### src/rtl/tmr_pkg.sv
`timescale 1ns/1ps
package tmr_pkg;
  localparam int unsigned ADR_W = 3;
  localparam int unsigned CH_N  = 2;

  typedef logic [ADR_W-1:0] adr_t;

  localparam adr_t A_CNT  = 3'd0;
  localparam adr_t A_CMP0 = 3'd1;  // channel n at A_CMP0 + n
  localparam adr_t A_PER  = 3'd3;
  localparam adr_t A_FLG  = 3'd4;
  localparam adr_t A_IEN  = 3'd5;
endpackage

### src/rtl/tmr_rst_sync.sv
`timescale 1ns/1ps
module tmr_rst_sync #(
  parameter int unsigned STAGES = 2
) (
  input  logic clk,
  input  logic rst_n,
  output logic rst_sync_n
);
  logic [STAGES-1:0] sh_q;
  logic [STAGES-1:0] sh_d;

  always_comb begin
    sh_d = {sh_q[STAGES-2:0], 1'b1};
  end

  always_ff @(posedge clk or negedge rst_n) begin
    if (!rst_n) sh_q <= '0;
    else        sh_q <= sh_d;
  end

  assign rst_sync_n = sh_q[STAGES-1];
endmodule

### src/rtl/tmr_count.sv
`timescale 1ns/1ps
module tmr_count #(
  parameter int unsigned W = 8
) (
  input  logic         clk,
  input  logic         rst_n,
  input  logic         ld,
  input  logic [W-1:0] ld_val,
  input  logic         cnt_en,
  input  logic [W-1:0] per,
  output logic [W-1:0] cnt_q,
  output logic         adv_q
);
  logic [W-1:0] cnt_d;
  logic         cnt_ce;
  logic         adv_d;
  logic         at_top;

  assign at_top = (cnt_q == per);
  assign cnt_ce = ld | cnt_en;

  always_comb begin
    cnt_d = cnt_q;
    adv_d = 1'b0;
    if (ld) begin
      cnt_d = ld_val;
    end else if (cnt_en) begin
      cnt_d = at_top ? '0 : cnt_q + 1'b1;
      adv_d = 1'b1;
    end
  end

  always_ff @(posedge clk or negedge rst_n) begin
    if (!rst_n) begin
      cnt_q <= '0;
    end else if (cnt_ce) begin
      cnt_q <= cnt_d;
    end
  end

  always_ff @(posedge clk or negedge rst_n) begin
    if (!rst_n) adv_q <= 1'b0;
    else        adv_q <= adv_d;
  end
endmodule

### src/rtl/tmr_regs.sv
`timescale 1ns/1ps
module tmr_regs
  import tmr_pkg::*;
#(
  parameter int unsigned W       = 8,
  parameter int unsigned PER_MIN = 3,
  parameter logic [W-1:0] PER_RST = '1
) (
  input  logic                   clk,
  input  logic                   rst_n,
  input  logic                   we,
  input  adr_t                   addr,
  input  logic [W-1:0]           wdata,
  output logic [CH_N-1:0][W-1:0] cmp_q,
  output logic [CH_N-1:0]        cmp_wr_q,
  output logic [W-1:0]           per_q,
  output logic [CH_N-1:0]        ien_q
);
  localparam logic [W-1:0] PER_FLOOR = W'(PER_MIN);

  logic [CH_N-1:0][W-1:0] cmp_d;
  logic [CH_N-1:0]        cmp_hit;
  logic [W-1:0]           per_d;
  logic                   per_ce;
  logic                   ien_ce;

  for (genvar ch = 0; ch < CH_N; ch++) begin : g_hit
    assign cmp_hit[ch] = we && (addr == A_CMP0 + adr_t'(ch));
  end

  always_comb begin
    cmp_d = cmp_q;
    for (int ch = 0; ch < CH_N; ch++) begin
      if (cmp_hit[ch]) cmp_d[ch] = wdata;
    end
  end

  assign per_ce = we && (addr == A_PER);
  assign ien_ce = we && (addr == A_IEN);
  assign per_d  = (wdata < PER_FLOOR) ? PER_FLOOR : wdata;

  always_ff @(posedge clk or negedge rst_n) begin
    if (!rst_n) cmp_q <= '0;
    else        cmp_q <= cmp_d;
  end

  always_ff @(posedge clk or negedge rst_n) begin
    if (!rst_n) cmp_wr_q <= '0;
    else        cmp_wr_q <= cmp_hit;
  end

  always_ff @(posedge clk or negedge rst_n) begin
    if (!rst_n)      per_q <= PER_RST;
    else if (per_ce) per_q <= per_d;
  end

  always_ff @(posedge clk or negedge rst_n) begin
    if (!rst_n)      ien_q <= '0;
    else if (ien_ce) ien_q <= wdata[CH_N-1:0];
  end
endmodule

### src/rtl/tmr_flags.sv
`timescale 1ns/1ps
module tmr_flags
  import tmr_pkg::*;
#(
  parameter int unsigned W = 8
) (
  input  logic                   clk,
  input  logic                   rst_n,
  input  logic [W-1:0]           cnt,
  input  logic                   adv,
  input  logic [CH_N-1:0][W-1:0] cmp,
  input  logic [CH_N-1:0]        cmp_wr,
  input  logic [CH_N-1:0]        clr,
  input  logic [CH_N-1:0]        ien,
  output logic [CH_N-1:0]        flag_q,
  output logic [CH_N-1:0]        irq
);
  logic [CH_N-1:0] evt;
  logic [CH_N-1:0] flag_d;

  for (genvar ch = 0; ch < CH_N; ch++) begin : g_ch
    // a value reached by counting, against a compare value not just rewritten
    assign evt[ch]    = adv && !cmp_wr[ch] && (cnt == cmp[ch]);
    assign flag_d[ch] = evt[ch] | (flag_q[ch] & ~clr[ch]);
  end

  always_ff @(posedge clk or negedge rst_n) begin
    if (!rst_n) flag_q <= '0;
    else        flag_q <= flag_d;
  end

  assign irq = flag_q & ien;
endmodule

### src/rtl/tmr_cmp_top.sv
`timescale 1ns/1ps
module tmr_cmp_top
  import tmr_pkg::*;
#(
  parameter int unsigned W       = 8,
  parameter int unsigned PER_MIN = 3
) (
  input  logic            clk,
  input  logic            rst_n,
  input  logic            cnt_en,
  input  logic            bus_we,
  input  logic [2:0]      bus_addr,
  input  logic [W-1:0]    bus_wdata,
  output logic [W-1:0]    bus_rdata,
  output logic [CH_N-1:0] irq
);
  logic                   rst_sync_n;
  logic [W-1:0]           cnt_q;
  logic                   adv_q;
  logic                   cnt_ld;
  logic [CH_N-1:0][W-1:0] cmp_q;
  logic [CH_N-1:0]        cmp_wr_q;
  logic [W-1:0]           per_q;
  logic [CH_N-1:0]        ien_q;
  logic [CH_N-1:0]        flag_q;
  logic [CH_N-1:0]        flag_clr;

  tmr_rst_sync #(.STAGES(2)) u_rst (
    .clk(clk), .rst_n(rst_n), .rst_sync_n(rst_sync_n)
  );

  assign cnt_ld   = bus_we && (bus_addr == A_CNT);
  assign flag_clr = (bus_we && (bus_addr == A_FLG)) ? bus_wdata[CH_N-1:0] : '0;

  tmr_count #(.W(W)) u_cnt (
    .clk(clk), .rst_n(rst_sync_n), .ld(cnt_ld), .ld_val(bus_wdata),
    .cnt_en(cnt_en), .per(per_q), .cnt_q(cnt_q), .adv_q(adv_q)
  );

  tmr_regs #(.W(W), .PER_MIN(PER_MIN), .PER_RST('1)) u_regs (
    .clk(clk), .rst_n(rst_sync_n), .we(bus_we), .addr(bus_addr),
    .wdata(bus_wdata), .cmp_q(cmp_q), .cmp_wr_q(cmp_wr_q),
    .per_q(per_q), .ien_q(ien_q)
  );

  tmr_flags #(.W(W)) u_flags (
    .clk(clk), .rst_n(rst_sync_n), .cnt(cnt_q), .adv(adv_q), .cmp(cmp_q),
    .cmp_wr(cmp_wr_q), .clr(flag_clr), .ien(ien_q), .flag_q(flag_q),
    .irq(irq)
  );

  always_comb begin
    bus_rdata = '0;
    case (bus_addr)
      A_CNT:   bus_rdata = cnt_q;
      A_PER:   bus_rdata = per_q;
      A_FLG:   bus_rdata = {{(W-CH_N){1'b0}}, flag_q};
      A_IEN:   bus_rdata = {{(W-CH_N){1'b0}}, ien_q};
      default: begin
        for (int ch = 0; ch < CH_N; ch++) begin
          if (bus_addr == A_CMP0 + adr_t'(ch)) bus_rdata = cmp_q[ch];
        end
      end
    endcase
  end
endmodule

### config.mk
export PLATFORM = sky130hd
export DESIGN_NAME = tmr_cmp_top
export DESIGN_NICKNAME = d
export VERILOG_FILES = /design/src/rtl/tmr_pkg.sv /design/src/rtl/tmr_rst_sync.sv /design/src/rtl/tmr_count.sv /design/src/rtl/tmr_regs.sv /design/src/rtl/tmr_flags.sv /design/src/rtl/tmr_cmp_top.sv
export SDC_FILE = /design/constraint.sdc
export NUM_CORES = 1
export LEC_CHECK = 0
export ABC_AREA = 1
export CAP_MARGIN = 30
export CELL_PAD_IN_SITES_DETAIL_PLACEMENT = 2
export CELL_PAD_IN_SITES_GLOBAL_PLACEMENT = 2
export CORE_ASPECT_RATIO = 0.8
export CORE_MARGIN = 2
export CORE_UTILIZATION = 36
export CTS_BUF_LIST = sky130_fd_sc_hd__clkbuf_8 sky130_fd_sc_hd__clkbuf_16
export CTS_CLUSTER_SIZE = 24
export DETAILED_ROUTE_END_ITERATION = 16
export DONT_BUFFER_PORTS = 1
export PLACE_DENSITY = 0.82
export SETUP_SLACK_MARGIN = 0.4
export SYNTH_ARGS = -nofsm -noshare
export SYNTH_HDL_FRONTEND = slang
export SYNTH_HIERARCHICAL = 1
export SYNTH_SLANG_ARGS = --single-unit
### constraint.sdc
create_clock -name clk -period 1.8 [get_ports clk]
set_clock_uncertainty 0.15 [all_clocks]
set_input_delay 0.18 -clock clk [delete_from_list [all_inputs] [get_ports clk]]
set_output_delay 0.18 -clock clk [all_outputs]
set_load 0.005 [all_outputs]
==> impl_metrics.env, run 1 <==
export IMPL_yosysSeqAreaShare_pct=38.1
export IMPL_rows=28
export IMPL_ios=25
export IMPL_finalCriticalPeriod_ns=1.68
export IMPL_hold_viol_final=0
export IMPL_n_fill_cell=851
export IMPL_whs_ns=0.00110
export IMPL_maxSlewHeadroom_pct=62.7
export IMPL_antenna_cells=0
export IMPL_totalWireLength_mm=12.3
export IMPL_fin_nets=422
export IMPL_rr_startpoint="u_cnt/cnt_q[1]$_DFFE_PN0P_"
export IMPL_detail_route_vias_per_cell=5.64
export IMPL_synth_most_common_cell="nand2_1"
export IMPL_async_flop_share_pct=100
export IMPL_arrival_ns=1.72
export IMPL_drtPass1Iterations=4
export IMPL_initial_utilization_pct=37.0
export IMPL_gp_congestion=0.819
export IMPL_ys_warn_count=6
export IMPL_syn_inst=374
export IMPL_p_per_area_nw_per_um2=1170
export IMPL_synth_top_cell_by_area="dfrtp_1"
export IMPL_status="finished, final reports clean"
export IMPL_fmax_mhz=595
export IMPL_fp_dieH_um=81.8
export IMPL_ant_nets=0
export IMPL_die_area_sq_um=8280
export IMPL_fin_tns_setup_ns=0
export IMPL_worst_pin_slew_ns=0.559
export IMPL_chipWidth_um=101
export IMPL_synthFlopType="dfrtp_1"
export IMPL_layout_drive_gt1_share_pct=27.5
export IMPL_drc=0
export IMPL_drv_cap=0
export IMPL_antenna_found_initial=0
export IMPL_p_leak_uw=0.00164
export IMPL_hpwl_mm=6.80
export IMPL_path_max_fanout=6
export IMPL_regToRegEndpoint="u_cnt/cnt_q[4]$_DFFE_PN0P_"
export IMPL_ys_seq_elements=41
export IMPL_wl_per_cell_um=24.8
export IMPL_syn_area_sq_um=2720
export IMPL_ctsHtreeMaxLevel=2
export IMPL_first_global_vias=3001
export IMPL_cts_root_buf="clkbuf_8"
export IMPL_grt_overflow_total=0
export IMPL_timing_final_crit_share_pct=93.3
export IMPL_power_uw=3960
export IMPL_ff2ff_path_depth=8
export IMPL_synth_edff_count=0
export IMPL_grt_max_degree=40
export IMPL_core_sq_um=7360
export IMPL_crit_type="reg2reg"
export IMPL_synth_cell_types=32
export IMPL_clk_path_buf_depth=2
export IMPL_rsz0062_at_grt="yes"
export IMPL_crit_top_cell="nand2_2"
export IMPL_drtIter0Drc=141
export IMPL_slew_violations=0
export IMPL_setup_viol=0
export IMPL_hold_class="in2reg"
export IMPL_slowest_delay_ns=0.49
export IMPL_via_count=2805
export IMPL_critPathRequiredTime_ns=1.84
export IMPL_synth_area_leaders="dfrtp_1, nand2_1, dfstp_2, inv_1, nand3_1"
export IMPL_syn_to_final_growth_pct=24.0
export IMPL_synth_common_cells="nand2_1, inv_1, nand3_1, dfrtp_1, nand4_1"
export IMPL_cp_cell_sequence="ha_4 -> nand2_1 -> inv_2 -> nand2_2 -> xor2_1 -> clkinv_1 -> nand3_4 -> nand2_2"
export IMPL_start_kind="register"
export IMPL_clk_pin_slew_ns=0.09
export IMPL_reg2reg_slack_ns=0.12
export IMPL_syn_area_per_cell_sq_um=7.28
export IMPL_numPortBuffers=0
export IMPL_crit_start="u_cnt/cnt_q[1]$_DFFE_PN0P_"
export IMPL_cts_tree="built"
export IMPL_clkSinkCount=41
export IMPL_gr_usage_all_layers_pct=28.0
export IMPL_crit_path_top_delay_cell="dfrtp_2"
export IMPL_critPathCapture="u_cnt/cnt_q[4]$_DFFE_PN0P_"
export IMPL_synth_top_cell_area_share_pct=30.3
export IMPL_ir_drop_v=0.000682
export IMPL_numCtsBuffers=5
export IMPL_grt_pass1_wl_mm=17.1
export IMPL_insertion_delay_ns=0.30
export IMPL_cp_end_kind="register"
export IMPL_syn_nets=390
metrics by stage:
step	util, %	std cells	cell area [sq um]	setup slack, ns
2_1_floorplan	-	374	2740	0.406
3_3_place_gp	38.1	457	2810	0.306
3_5_place_dp	38.1	457	2810	0.232
4_1_cts	44.2	491	3250	0.265
5_1_grt	45.9	497	3370	0.0308
6_report	45.9	497	3370	0.120
per-layer routing:
layer	up-vias	GRT usage (%)	routed length (um)
li1	1266	-	-
met1	1444	37.6	5290
met4	0	7.70	259
met3	15	4.09	574
met2	80	47.4	6180
met5	-	0	0
critical path: cells and delay by family (launching register included):
kind | cells | cell delay [ns]
and+or+nand+nor | 4 | 0.26
buffers and inverters | 2 | 0.26
DFF | 1 | 0.49
adders and majority gates | 1 | 0.19
xor gates and xnor gates | 1 | 0.22
how the worst min path moves through the flow:
stage | end | slack (ns) | cells past startpoint | start
floorplan | u_rst/sh_q[0]$_DFF_PN0_ | -0.27 | 0 | rst_n
global placement | u_rst/sh_q[1]$_DFF_PN0_ | -0.27 | 0 | rst_n
detailed placement | u_rst/sh_q[0]$_DFF_PN0_ | -0.27 | 0 | rst_n
CTS | u_cnt/cnt_q[7]$_DFFE_PN0P_ | 0.004 | 3 | cnt_en
global route | u_cnt/cnt_q[6]$_DFFE_PN0P_ | 0.006 | 3 | cnt_en
finish | u_cnt/cnt_q[7]$_DFFE_PN0P_ | 0.001 | 3 | cnt_en
cell type report:
cell class              count  area, sq um  area share (%)
clock buffers               5         68.8            2.04
clock inverters             3         38.8            1.15
inverters                  60          225            6.67
multi-input cells         261         1530            45.3
flip-flops and latches     41         1050            31.0
well taps                  90          113            3.34
repair buffers             37          354            10.5
layout by cell type (no fill, tap or decap), types with 13 or more instances in the layout:
master,synthesis,routed
dlygate4sd3_1,0,13
nand3_1,35,20
nand4_1,28,28
inv_1,52,52
dfrtp_1,33,24
nand2_1,107,100
nand3_2,0,13
o21ai_2,16,16
buf_4,2,17
nor2_1,27,26
sequential cells by signal (all words and copies together), names as in the netlist:
register         count
u_rst/sh_q           2
u_flags/flag_q       2
u_regs/cmp_q        16
u_regs/cmp_wr_q      2
u_cnt/adv_q          1
u_cnt/cnt_q          8
u_regs/per_q         8
u_regs/ien_q         2
where the power goes:
group / total, uW / switching [uW] / internal, uW
Sequential: 1490 / 336 / 1160
Clock: 773 / 366 / 407
Combinational: 1690 / 970 / 720
what timing repair did:
item | CTS | global route
setup endpoints to repair | 18 | 18
pin swaps | 26 | 14
hold endpoints to repair | 32 | 0
resized for setup | 26 | 17
hold buffers | 13 | 0
buffers inserted | 13 | 6
logic make-up after synthesis:
logic type | count (synthesis) | synth area share, %
xor gates and xnor gates | 11 | 3.54
buffers and inverters | 72 | 11.8
other | 1 | 0.138
AOI/OAI and AO/OA | 33 | 9.10
adders and majority gates | 1 | 0.460
DFF | 41 | 38.1
and+or+nand+nor | 215 | 36.9
Power figures use the tool's default switching activity.
==> run 2: changes to the inputs <==
CELL_PAD_IN_SITES_DETAIL_PLACEMENT = default   (was 2)
CELL_PAD_IN_SITES_GLOBAL_PLACEMENT = default   (was 2)
CORE_UTILIZATION = 50   (was 36)
PLACE_DENSITY = 0.69   (was 0.82)
==> run 2 against run 1 <==
Against the previous run: sequential power about the same; total power decreased by 9.2%; sequential cell count is the same; global-route usage is 3.1 points lower; the flow now finishes with violations (negative hold slack).
==> impl_metrics.env, run 2 (synthesis gave the netlist of run 1 again) <==
export IMPL_status="finished, violations left"
export IMPL_violations="negative hold slack"
export IMPL_finalCriticalPeriod_ns=1.50
export IMPL_first_global_vias=2381
export IMPL_dpl_worst_slack_ns=0.270
export IMPL_slowest_delay_ns=0.49
export IMPL_p_int_uw=2290
export IMPL_holdPathStages=5
export IMPL_cts_root_buf="clkbuf_8"
export IMPL_detail_route_vias_per_cell=5.46
export IMPL_crit_path_top_delay_cell="dfrtp_2"
export IMPL_ir_drop_v=0.000707
export IMPL_clk_pin_slew_ns=0.09
export IMPL_grt_overflow_total=0
export IMPL_crit_top_cell="nand2_1"
export IMPL_insertion_delay_ns=0.30
export IMPL_cts_tree="built"
export IMPL_fin_nets=411
export IMPL_die_area_sq_um=6050
export IMPL_drt_met1_wl_mm=3.24
export IMPL_fmax_mhz=668
export IMPL_final_common_cell="nand2_1"
export IMPL_cp_end_kind="register"
export IMPL_arrival_ns=1.53
export IMPL_timing_final_crit_share_pct=83.1
export IMPL_start_kind="register"
export IMPL_power_share_sequential_pct=41.3
export IMPL_wl_per_cell_um=15.7
export IMPL_via_count=2502
export IMPL_p_leak_uw=0.00158
export IMPL_antenna_cells=0
export IMPL_p_sw_share_pct=36.3
export IMPL_ctsHtreeMaxLevel=2
export IMPL_ant_nets=0
export IMPL_rr_startpoint="u_cnt/cnt_q[0]$_DFFE_PN0P_"
export IMPL_clkSinkCount=41
export IMPL_hold_viol_final=1
export IMPL_fp_dieH_um=70.0
export IMPL_totalWireLength_mm=7.18
export IMPL_gp_congestion=0.871
export IMPL_crit_buf_inv=2
export IMPL_reg2reg_slack_ns=0.30
export IMPL_ios=25
export IMPL_reg_top3="u_regs/cmp_q (16), u_cnt/cnt_q (8), u_regs/per_q (8)"
export IMPL_dr_wl_met3_um=406
export IMPL_power_uw=3590
export IMPL_fin_ws_ns=0.304
export IMPL_ff2ff_path_depth=8
export IMPL_numPortBuffers=0
export IMPL_final_cell_mix="nand2_1, inv_1, nand4_1, nor2_1, dfrtp_1"
export IMPL_drtIter0Drc=188
export IMPL_largest_register="u_regs/cmp_q"
export IMPL_clockPowerShare_pct=25.1
export IMPL_whs_ns=-0.00223
export IMPL_initial_utilization_pct=53.1
export IMPL_clk_path_buf_depth=2
export IMPL_drc=0
export IMPL_rsz0062_at_grt="yes"
export IMPL_drtPass1Iterations=4
export IMPL_drv_cap=0
export IMPL_critPathRequiredTime_ns=1.84
export IMPL_grt_pass1_wl_mm=11.8
export IMPL_fin_tns_setup_ns=0
export IMPL_combPwrFrac_pct=33.6
export IMPL_holdPathEnd="u_regs/per_q[0]$_DFFE_PN1P_"
export IMPL_cp_top_family="flip-flops"
export IMPL_hold_class="in2reg"
export IMPL_switching_power_uw=1310
export IMPL_gr_usage_all_layers_pct=24.9
export IMPL_highest_layer="met4"
export IMPL_crit_type="reg2reg"
export IMPL_setup_viol=0
export IMPL_rows=23
export IMPL_layout_drive_gt1_share_pct=23.0
export IMPL_worstHoldStart="bus_wdata[3]"
export IMPL_chipWidth_um=86.5
export IMPL_path_max_fanout=7
export IMPL_hpwl_mm=4.95
export IMPL_largest_register_ffs=16
export IMPL_core_sq_um=5120
export IMPL_syn_to_final_growth_pct=17.9
export IMPL_numCtsBuffers=5
export IMPL_slew_violations=0
export IMPL_regToRegEndpoint="u_cnt/cnt_q[4]$_DFFE_PN0P_"
export IMPL_grt_max_degree=26
export IMPL_cp_cell_sequence="ha_4 -> nand2_1 -> inv_2 -> nand2_1 -> xor2_1 -> clkinv_1 -> nand3_1 -> nand2_1"
export IMPL_antenna_found_initial=0
export IMPL_p_per_area_nw_per_um2=1120
export IMPL_routed_wl_met2_mm=3.42
export IMPL_final_util_pct=62.7
## run 2: cell types whose count changed in the layout (fill, tap and decap cells not counted), sizes merged
cell	change
clkinv	-2
buf	-11
inv	+1
bufinv	+1
## run 2: power groups by stage
| stage | registers [uW] | clock network (uW) | logic [uW] |
|---|---|---|---|
| 3_5_place_dp | 1500 | 0 | 923 |
| 3_3_place_gp | 1490 | 0 | 898 |
| 4_1_cts | 1470 | 910 | 1120 |
| 5_1_grt | 1530 | 944 | 1350 |
| 6_report | 1480 | 902 | 1210 |
| 2_1_floorplan | 1370 | 0 | 850 |
## run 2: area by class of cell
class | instances | area (sq um)
Tap cell | 62 | 77.6
Inverter | 60 | 225
Fill cell | 458 | 1910
Clock buffer | 5 | 68.8
Multi-Input combinational cell | 261 | 1470
Clock inverter | 3 | 68.8
Timing Repair Buffer | 26 | 256
Sequential cell | 41 | 1050
## run 2: per-stage QoR
step / area (sq um) / instances
after floorplan: 2740 / 374
after global placement: 2760 / 428
after detailed placement: 2760 / 428
after CTS: 3150 / 454
after global routing: 3210 / 458
final: 3210 / 458
## run 2: repair_timing
item,in CTS,in global routing
pin swaps,19,5
endpoints found under the hold margin,38,0
gates resized for setup,18,7
hold buffers,13,0
buffers inserted,5,4
gates cloned,0,0
endpoints found under the setup margin,16,17
## run 2: layer usage
metal | global-route usage, % | vias up
met5 | 0 | -
met4 | 8.16 | 0
met3 | 4.96 | 8
met2 | 39.7 | 69
met1 | 33.8 | 1185
li1 | - | 1240
## run 2: how the worst max path moves through the flow
stage | start | endpoint | slack [ns] | cells after the start
3_5_place_dp | u_cnt/cnt_q[0]$_DFFE_PN0P_ | u_cnt/cnt_q[4]$_DFFE_PN0P_ | 0.27 | 8
3_3_place_gp | u_cnt/cnt_q[0]$_DFFE_PN0P_ | u_cnt/cnt_q[4]$_DFFE_PN0P_ | 0.32 | 8
4_1_cts | u_regs/per_q[0]$_DFFE_PN1P_ | bus_rdata[0] | 0.30 | 4
5_1_grt | u_regs/per_q[7]$_DFFE_PN1P_ | u_cnt/cnt_q[1]$_DFFE_PN0P_ | 0.24 | 6
2_1_floorplan | u_cnt/cnt_q[0]$_DFFE_PN0P_ | u_cnt/cnt_q[4]$_DFFE_PN0P_ | 0.41 | 8
6_report | u_cnt/cnt_q[0]$_DFFE_PN0P_ | u_cnt/cnt_q[4]$_DFFE_PN0P_ | 0.30 | 8
## run 2: tightest hold or removal path: stages
cell	delay, ns
nor2_1	0.03
nand2_1	0.05
nor2_1	0.05
nor2_1	0.10
nor2_1	0.05
==> run 3: changes to the inputs <==
clock period = 1.5 ns   (was 1.8 ns; I/O delays follow)
==> run 3 against run 2 <==
Against the previous run: the flow still finishes with violations (negative hold slack); clock-buffer cell count grew 1; sequential power grew 20%; utilization grew 1.2 points; hold slack lost 0.037 ns; worst setup slack lost 0.30 ns.
==> impl_metrics.env, run 3 (synthesis gave the netlist of run 1 again) <==
export IMPL_status="finished, violations left"
export IMPL_violations="negative hold slack"
export IMPL_wl_per_cell_um=16.2
export IMPL_die_area_sq_um=6050
export IMPL_p_per_area_nw_per_um2=1250
export IMPL_largest_register_ffs=16
export IMPL_fp_dieH_um=70.0
export IMPL_antenna_cells=0
export IMPL_cp_end_kind="primary output"
export IMPL_timing_final_crit_share_pct=99.5
export IMPL_grt_overflow_total=0
export IMPL_fin_ws_ns=0.00786
export IMPL_p_leak_uw=0.00163
export IMPL_whs_ns=-0.0396
export IMPL_syn_to_final_growth_pct=20.3
export IMPL_initial_utilization_pct=53.1
export IMPL_hold_class="in2reg"
export IMPL_largest_register="u_regs/cmp_q"
export IMPL_start_kind="register"
export IMPL_setup_viol=0
export IMPL_final_common_cell="nand2_1"
export IMPL_clkSinkCount=41
export IMPL_chipWidth_um=86.5
export IMPL_fmax_mhz=670
export IMPL_first_global_vias=2420
export IMPL_ctsHtreeMaxLevel=2
export IMPL_crit_type="reg2out"
export IMPL_placed_cells=434
export IMPL_final_cell_mix="nand2_1, inv_1, nand4_1, nor2_1, dfrtp_1"
export IMPL_hold_viol_final=2
export IMPL_drc=0
export IMPL_detail_route_vias_per_cell=5.60
export IMPL_rsz0062_at_grt="yes"
export IMPL_ant_nets=0
export IMPL_drtPass1Iterations=5
export IMPL_clk_pin_slew_ns=0.09
export IMPL_reg_top3="u_regs/cmp_q (16), u_cnt/cnt_q (8), u_regs/per_q (8)"
export IMPL_insertion_delay_ns=0.31
export IMPL_arrival_ns=1.19
export IMPL_ios=25
export IMPL_clk_path_buf_depth=2
export IMPL_path_max_fanout=3
export IMPL_crit_path_top_delay_cell="dfstp_2"
export IMPL_grt_pass1_wl_mm=12.2
export IMPL_gr_usage_all_layers_pct=26.1
export IMPL_slew_violations=0
export IMPL_dpl_worst_slack_ns=0.0507
export IMPL_hpwl_mm=5.07
export IMPL_cts_root_buf="clkbuf_8"
export IMPL_grt_max_degree=26
export IMPL_via_count=2605
export IMPL_numCtsBuffers=5
export IMPL_totalWireLength_mm=7.53
export IMPL_gp_congestion=0.865
export IMPL_critPathRequiredTime_ns=1.20
export IMPL_rows=23
export IMPL_cts_tree="built"
export IMPL_cp_cell_sequence="nand4_1 -> nand2_1 -> nor2_1 -> nand2_1"
export IMPL_slowest_delay_ns=0.56
export IMPL_antenna_found_initial=0
export IMPL_crit_top_cell="nand2_1"
export IMPL_drv_cap=0
export IMPL_fin_nets=418
export IMPL_fin_cells=465
export IMPL_core_sq_um=5120
export IMPL_fin_tns_setup_ns=0
export IMPL_layout_drive_gt1_share_pct=27.5
export IMPL_final_util_pct=63.9
export IMPL_ir_drop_v=0.000752
export IMPL_numPortBuffers=0
export IMPL_finalCriticalPeriod_ns=1.49
export IMPL_drtIter0Drc=281
[run 3: cell types whose count changed in the layout (fill, tap and decap cells not counted), sizes merged]
cell | previous run | this run
inv | 59 | 58
clkinvlp | 0 | 1
clkinv | 2 | 3
clkbuf | 5 | 6
bufinv | 2 | 0
dlymetal6s4s | 0 | 6
dlygate4sd3 | 13 | 8
buf | 13 | 19
[run 3: repair_timing]
action	in CTS	in global routing
gates resized for setup	20	26
hold buffers	13	1
buffers inserted	6	3
endpoints found under the hold margin	39	10
pin swaps	24	10
endpoints found under the setup margin	20	30
[run 3: report_power, final]
| group | internal [uW] | leakage (uW) | switching (uW) | total [uW] |
|---|---|---|---|---|
| Combinational | 711 | 0.00110 | 816 | 1530 |
| Clock | 368 | 0.0000486 | 411 | 779 |
| Sequential | 1390 | 0.000488 | 394 | 1780 |
| Total | 2470 | 0.00163 | 1620 | 4090 |
[run 3: metal layers]
metal	vias up	share of wire (%)	global-route usage [%]
met1	1215	45	37.6
li1	1254	-	-
met5	-	0	0
met3	15	7.5	5.08
met2	121	46	39.4
met4	0	1.6	7.81
[run 3: area by class of cell]
type / count / area [sq um]
Inverter: 60 / 225
Clock inverter: 2 / 11.3
Clock buffer: 6 / 82.6
Timing Repair Buffer: 33 / 313
Fill cell: 433 / 1850
Sequential cell: 41 / 1050
Multi-Input combinational cell: 261 / 1520
Tap cell: 62 / 77.6
[run 3: worst paths after layout]
kind,from,slack (ns),depth (start not counted),to
worst max-delay path,u_regs/per_q[0]$_DFFE_PN1P_,0.008,4,bus_rdata[0]
worst min register to register,u_rst/sh_q[1]$_DFF_PN0_,0.06,0,u_cnt/cnt_q[6]$_DFFE_PN0P_
max in group asynchronous,rst_n,0.60,2,u_rst/sh_q[1]$_DFF_PN0_
worst min-delay path,bus_addr[1],-0.04,3,u_regs/ien_q[0]$_DFFE_PN0P_
min in group asynchronous,u_rst/sh_q[1]$_DFF_PN0_,0.06,0,u_cnt/cnt_q[6]$_DFFE_PN0P_
worst max register to register,u_regs/per_q[2]$_DFFE_PN1P_,0.03,6,u_cnt/cnt_q[1]$_DFFE_PN0P_
[run 3: stage by stage]
| step | hold slack, ns | cell area (sq um) | power [uW] |
|---|---|---|---|
| after global routing | -0.0394 | 3270 | 4360 |
| after detailed placement | -0.296 | 2820 | 3000 |
| after floorplan | -0.296 | 2780 | 2700 |
| after global placement | -0.296 | 2820 | 2970 |
| after CTS | -0.0154 | 3170 | 3950 |
| final | -0.0396 | 3270 | 4090 |
[run 3: critical path, delay by kind of cell, from the launching register on]
kind / cells / cell delay (ns)
simple gates: 4 / 0.33
flops: 1 / 0.56
